`src/rtl/pwm_timer_pkg.sv`:
```
package pwm_timer_pkg;
  localparam int unsigned CNT_W = 16;

  typedef struct packed {
    logic oneshot;
    logic halfclk;
    logic capture;
  } mode_t;
endpackage

```
`src/rtl/pwm_compare.sv`:
```
module pwm_compare #(
  parameter int unsigned W = 16
) (
  input  logic         capture_i,
  input  logic         halfclk_i,
  input  logic [W-1:0] cnt_i,
  input  logic         half_i,
  input  logic [W-1:0] cmp_a_i,
  input  logic         cmp_a_half_i,
  input  logic [W-1:0] cmp_b_i,
  output logic         hit_a_o,
  output logic         hit_b_o
);
  logic eq_a, eq_b;

  assign eq_a = (cnt_i == cmp_a_i);
  assign eq_b = (cnt_i == cmp_b_i);

  always_comb begin
    if (capture_i) begin
      hit_a_o = 1'b0;
      hit_b_o = 1'b0;
    end else if (halfclk_i) begin
      hit_a_o = eq_a && (half_i == cmp_a_half_i);
      hit_b_o = eq_b && half_i;  // period ends on the second half of count B
    end else begin
      hit_a_o = eq_a;
      hit_b_o = eq_b;
    end
  end
endmodule

```
`src/rtl/pwm_step_counter.sv`:
```
module pwm_step_counter
  import pwm_timer_pkg::*;
#(
  parameter int unsigned W = 16
) (
  input  logic         clk_i,
  input  logic         rst_ni,
  input  logic         run_i,
  input  logic         cnt_en_i,
  input  mode_t        mode_i,
  input  logic         hit_b_i,
  output logic [W-1:0] cnt_o,
  output logic         half_o,
  output logic         start_o,
  output logic         step_o
);
  logic [W-1:0] cnt_q;
  logic         half_q, done_q, run_q;

  assign start_o = run_i && !run_q;
  assign step_o  = run_i && !run_q ? 1'b0 : (run_i && cnt_en_i && !done_q);

  always_ff @(posedge clk_i or negedge rst_ni) begin
    if (!rst_ni) begin
      cnt_q  <= '0;
      half_q <= 1'b0;
      done_q <= 1'b0;
      run_q  <= 1'b0;
    end else begin
      run_q <= run_i;
      if (start_o) begin
        cnt_q  <= '0;
        half_q <= 1'b0;
        done_q <= 1'b0;
      end else if (step_o) begin
        if (hit_b_i) begin
          cnt_q  <= '0;
          half_q <= 1'b0;
          done_q <= mode_i.oneshot;
        end else if (mode_i.halfclk) begin
          half_q <= !half_q;
          if (half_q) cnt_q <= cnt_q + 1'b1;
        end else begin
          cnt_q  <= cnt_q + 1'b1;  // wraps at all-ones
          half_q <= 1'b0;
        end
      end
    end
  end

  assign cnt_o  = cnt_q;
  assign half_o = half_q;

  a_r5_enable_hold: assert property (@(posedge clk_i) disable iff (!rst_ni)
    (!cnt_en_i && !start_o) |=> $stable(cnt_q) && $stable(half_q));

  a_r3_oneshot_halt: assert property (@(posedge clk_i) disable iff (!rst_ni)
    (done_q && !start_o) |=> $stable(cnt_q) && $stable(half_q));

  a_r4_normal_no_half: assert property (@(posedge clk_i) disable iff (!rst_ni)
    (!mode_i.halfclk && !half_q) |=> !half_q);
endmodule

```
`src/rtl/pwm_wave.sv`:
```
module pwm_wave (
  input  logic clk_i,
  input  logic rst_ni,
  input  logic capture_i,
  input  logic start_i,
  input  logic step_i,
  input  logic hit_a_i,
  input  logic hit_b_i,
  output logic cmp_a_o,
  output logic cmp_b_o,
  output logic pwm_o
);
  logic a_q, b_q, pwm_q;

  always_ff @(posedge clk_i or negedge rst_ni) begin
    if (!rst_ni) begin
      a_q   <= 1'b0;
      b_q   <= 1'b0;
      pwm_q <= 1'b0;
    end else begin
      a_q <= step_i && hit_a_i;
      b_q <= step_i && hit_b_i;
      if (start_i)                 pwm_q <= 1'b1;
      else if (step_i && hit_a_i)  pwm_q <= 1'b0;  // clear wins over set
      else if (step_i && hit_b_i)  pwm_q <= 1'b1;
    end
  end

  assign cmp_a_o = a_q;
  assign cmp_b_o = b_q;
  assign pwm_o   = pwm_q && !capture_i;

  a_r7_fall_on_a: assert property (@(posedge clk_i) disable iff (!rst_ni)
    (a_q && !capture_i) |-> !pwm_o);
endmodule

```
`src/rtl/pwm_timer.sv`:
```
module pwm_timer
  import pwm_timer_pkg::*;
#(
  parameter int unsigned W = CNT_W
) (
  input  logic         clk_i,
  input  logic         rst_ni,
  input  logic         run_i,
  input  logic         oneshot_i,
  input  logic         halfclk_i,
  input  logic         capture_i,
  input  logic         cnt_en_i,
  input  logic [W-1:0] cmp_a_i,
  input  logic         cmp_a_half_i,
  input  logic [W-1:0] cmp_b_i,
  output logic [W-1:0] cnt_o,
  output logic         half_o,
  output logic         cmp_a_o,
  output logic         cmp_b_o,
  output logic         pwm_o
);
  mode_t        mode;
  logic [W-1:0] cnt;
  logic         half, start, step, hit_a, hit_b;

  assign mode = '{oneshot: oneshot_i, halfclk: halfclk_i, capture: capture_i};

  pwm_compare #(.W(W)) u_cmp (
    .capture_i   (mode.capture),
    .halfclk_i   (mode.halfclk),
    .cnt_i       (cnt),
    .half_i      (half),
    .cmp_a_i     (cmp_a_i),
    .cmp_a_half_i(cmp_a_half_i),
    .cmp_b_i     (cmp_b_i),
    .hit_a_o     (hit_a),
    .hit_b_o     (hit_b)
  );

  pwm_step_counter #(.W(W)) u_cnt (
    .clk_i   (clk_i),
    .rst_ni  (rst_ni),
    .run_i   (run_i),
    .cnt_en_i(cnt_en_i),
    .mode_i  (mode),
    .hit_b_i (hit_b),
    .cnt_o   (cnt),
    .half_o  (half),
    .start_o (start),
    .step_o  (step)
  );

  pwm_wave u_wave (
    .clk_i    (clk_i),
    .rst_ni   (rst_ni),
    .capture_i(mode.capture),
    .start_i  (start),
    .step_i   (step),
    .hit_a_i  (hit_a),
    .hit_b_i  (hit_b),
    .cmp_a_o  (cmp_a_o),
    .cmp_b_o  (cmp_b_o),
    .pwm_o    (pwm_o)
  );

  assign cnt_o  = cnt;
  assign half_o = half;

  a_r10_b_at_zero: assert property (@(posedge clk_i) disable iff (!rst_ni)
    cmp_b_o |-> (cnt_o == '0) && !half_o);

  a_r8_restart: assert property (@(posedge clk_i) disable iff (!rst_ni)
    $rose(run_i) |=> (cnt_o == '0) && !half_o && !cmp_a_o && !cmp_b_o);
endmodule

```
`config.mk`:
```
export PLATFORM = sky130hd
export DESIGN_NAME = pwm_timer
export DESIGN_NICKNAME = d
export VERILOG_FILES = /design/src/rtl/pwm_timer_pkg.sv /design/src/rtl/pwm_compare.sv /design/src/rtl/pwm_step_counter.sv /design/src/rtl/pwm_wave.sv /design/src/rtl/pwm_timer.sv
export SDC_FILE = /design/constraint.sdc
export NUM_CORES = 1
export LEC_CHECK = 0
export CORE_MARGIN = 10
export CORE_UTILIZATION = 26
export CTS_BUF_LIST = sky130_fd_sc_hd__clkbuf_2
export DETAILED_ROUTE_END_ITERATION = 16
export GPL_TIMING_DRIVEN = 0
export PLACE_DENSITY = 0.6
export SYNTH_ARGS = -nofsm -noshare
export SYNTH_HDL_FRONTEND = slang
export SYNTH_SLANG_ARGS = --single-unit
```
`constraint.sdc`:
```
create_clock -name clk_i -period 4.9 [get_ports clk_i]
set_clock_uncertainty 0.2 [all_clocks]
set_input_delay 0.98 -clock clk_i [delete_from_list [all_inputs] [get_ports clk_i]]
set_output_delay 0.98 -clock clk_i [all_outputs]
set_load 0.03 [all_outputs]
```
==> impl_metrics.toml <==
[worst_hold_path]
hp-class = "reg -> reg"
holdCritStartpoint = "u_wave.pwm_q$_DFFE_PN0P_"
hold_depth = 1
hold_end = "u_wave.pwm_q$_DFFE_PN0P_"

[clock_network]
cts-resized-gates = 0
holdBufCountCts = 0
h-tree-depth = 1
cts.sinks = 22
cts.root.buffer_cell = "clkbuf_2"
cts_tree = "built"
clockBufferDepth = 2
worstSkewPairLatency_ns = 0.35
numCtsBuffers = 3
clk_pin_slew_worst_paths_ns = 0.23
cts_setup_buffers = 0

[finish]
layout_common_cells = "clkdlybuf4s50_1, xor2_1, dfrtp_1, xnor2_1, nor2_1"
drive_gt1_share_pct = 5.53
final_util_pct = 39.8
diodes = 0
nets = 259
final_common_cell = "clkdlybuf4s50_1"
area_growth_pct = 50.0

[critical_path]
worstReg2RegEnd = "u_cnt.cnt_o[11]$_DFFE_PN0P_"
path_class = "in -> out"
path_buf_inv = 2
r2r-start = "u_cnt.cnt_o[10]$_DFFE_PN0P_"
path_delay_family = "buffers and inverters"
crit_chain = "clkdlybuf4s50_1, nor2b_1, clkdlybuf4s50_1"
cp-start-kind = "primary input"
cp_slowest_stage_delay_ns = 0.68
path_depth = 3
crit_required_ns = 3.72
ff2ff_path_depth = 6
arrival_ns = 2.22
cp-end-kind = "primary output"
critPathSlowestCell = "clkdlybuf4s50_1"
crit_top_cell = "clkdlybuf4s50_1"
r2r_slack_ns = 2.72
cp_max_fo = 3

[grt]
grt_remaining_overflow = 0
track_usage_pct = 10.9
grt_pass1_vias = 1478
antenna_found_initial = 0
grt_pass1_wl_mm = 7.70
grt_max_degree = 23

[floorplanning]
start_util_pct = 26.5
row_count = 27
die_area_um2 = 8980
dieHeight_um = 94.7
dieWidth_um = 94.7
pin_count = 60
core_area_um2 = 5470

[logic_synthesis]
synth-simple-area-share_pct = 24.0
netlist_area_um2 = 1450
synth.area.mux_share_pct = 0
synth_top_family_by_area = "XOR/XNOR gates"
ys_warn_count = 0
synth_cell_types = 34
synth-seq-area-share_pct = 37.9
syn_avg_cell_area_um2 = 9.43
synth-seq-cells = 22
postSynthCellCount = 154
synthAdderAreaFrac_pct = 0.861
synthXorXnorAreaFrac_pct = 24.7
syn_nets = 195
synth_compound_area_share_pct = 10.5

[power]
leakagePower_nw = 0.892
power_density_nw_per_um2 = 195
vdd_drop_max_mv = 0.102

[timing]
fmax_mhz = 294
tightest_slew_ns = 1.07
fin_crit_sh_pct = 69.5
slew_headroom_pct = 28.8
setup_viol = 0
hold_violations = 0
final.setup.tns_ns = 0
setup_slack_ns = 1.50
report.final.slew_viol_count = 0
period_minus_slack_ns = 3.40
grt_setup_unrepaired = "false"

[placement]
gp_congestion = 0.801
dp_slack_ns = 1.50
hpwlAfterDp_mm = 3.83
port_buffers = 59

[detailed_routing]
viasPerCell = 4.77
drt_iter0_drc = 43
wl_mm = 4.82
drc = 0
drt_pass1_iterations = 4
wl_per_cell_um = 16.7
vias = 1379
ant_nets = 0

[status]
status = "complete, no violations"

[run]
maxCapViolations = 0
## where the power goes
group | internal, mW | switching, mW | total [mW]
combinational | 0.0537 | 0.0419 | 0.0956
sequential | 0.186 | 0.0101 | 0.196
clock | 0.0703 | 0.0626 | 0.133
## area by class of cell
type / instances / area [um^2]
flip-flops and latches: 22 / 551
well taps: 72 / 90.1
fillers: 580 / 3290
clock buffers: 3 / 15.0
inverters: 1 / 3.75
clock inverters: 1 / 30.0
multi-input cells: 126 / 873
plain buffers: 5 / 25.0
repair buffers: 59 / 591
## state kept, by name, summed over array words and instances (netlist names)
name            cells
u_cnt.run_q         1
u_wave.cmp_b_o      1
u_cnt.half_o        1
u_wave.pwm_q        1
u_wave.cmp_a_o      1
u_cnt.cnt_o        16
u_cnt.done_q        1
## per-layer routing
layer	share of wire, %	vias to the layer above	global-route usage, %	wire length, um
li1	-	673	-	-
met1	46	664	13.2	2210
met2	47	36	18.4	2250
met3	6.4	6	3.17	310
met4	0.91	0	2.62	44
met5	0	-	0	0
## cells in the mapped netlist (all sizes together)
cell type / n / area, um^2
xor2: 26 / 228
dfrtp: 22 / 551
xnor2: 15 / 131
nor2: 12 / 45.0
nand2: 10 / 37.5
nand4: 10 / 68.8
a21oi: 6 / 30.0
o21ai: 6 / 41.3
and3: 5 / 31.3
nand3: 5 / 30.0
or3: 5 / 31.3
buf: 3 / 17.5
nor2b: 3 / 18.8
nor3: 3 / 15.0
nor4: 3 / 18.8
o31ai: 3 / 22.5
or4: 3 / 22.5
a32o: 2 / 20.0
clkbuf: 2 / 7.51
a211oi: 1 / 12.5
a31o: 1 / 8.76
and2: 1 / 6.26
and3b: 1 / 8.76
and4: 1 / 8.76
ha: 1 / 12.5
inv: 1 / 3.75
nand2b: 1 / 6.26
o21a: 1 / 7.51
o21ba: 1 / 10.0
## worst max path at each step
stage | slack, ns | startpoint | end
after floorplan | 2.31 | capture_i | pwm_o
after global placement | 1.49 | capture_i | pwm_o
after detailed placement | 1.50 | capture_i | pwm_o
after CTS | 1.49 | capture_i | pwm_o
after global routing | 1.41 | capture_i | pwm_o
final | 1.50 | capture_i | pwm_o
## logic make-up (layout without fill, tap and decap cells)
kind of cell | after synthesis | after routing
adder cells (fa/ha/maj) | 1 | 1
flip-flops | 22 | 22
AND/OR/NAND/NOR | 63 | 63
AO/OA/AOI/OAI | 21 | 21
XOR/XNOR | 41 | 41
buffers and inverters | 6 | 69
## worst reg2reg max path, delay by kind of cell (launching register included)
kind            cells  cell delay [ns]
compound gates      2             0.36
xor+xnor            1             0.18
buf+inv             1             0.22
simple gates        2             0.59
flops               1             0.55
## stage by stage
step / hold slack [ns] / instance area (um^2) / power (mW) / instances
final: 0.334 / 2180 / 0.425 / 289
after global routing: 0.391 / 2180 / 0.443 / 289
after CTS: 0.342 / 2180 / 0.426 / 289
after detailed placement: 0.293 / 2130 / 0.296 / 285
after global placement: 0.279 / 2130 / 0.295 / 285
after floorplan: 0.265 / 1450 / 0.237 / 154
No activity file was read; power rests on OpenSTA's default activity.
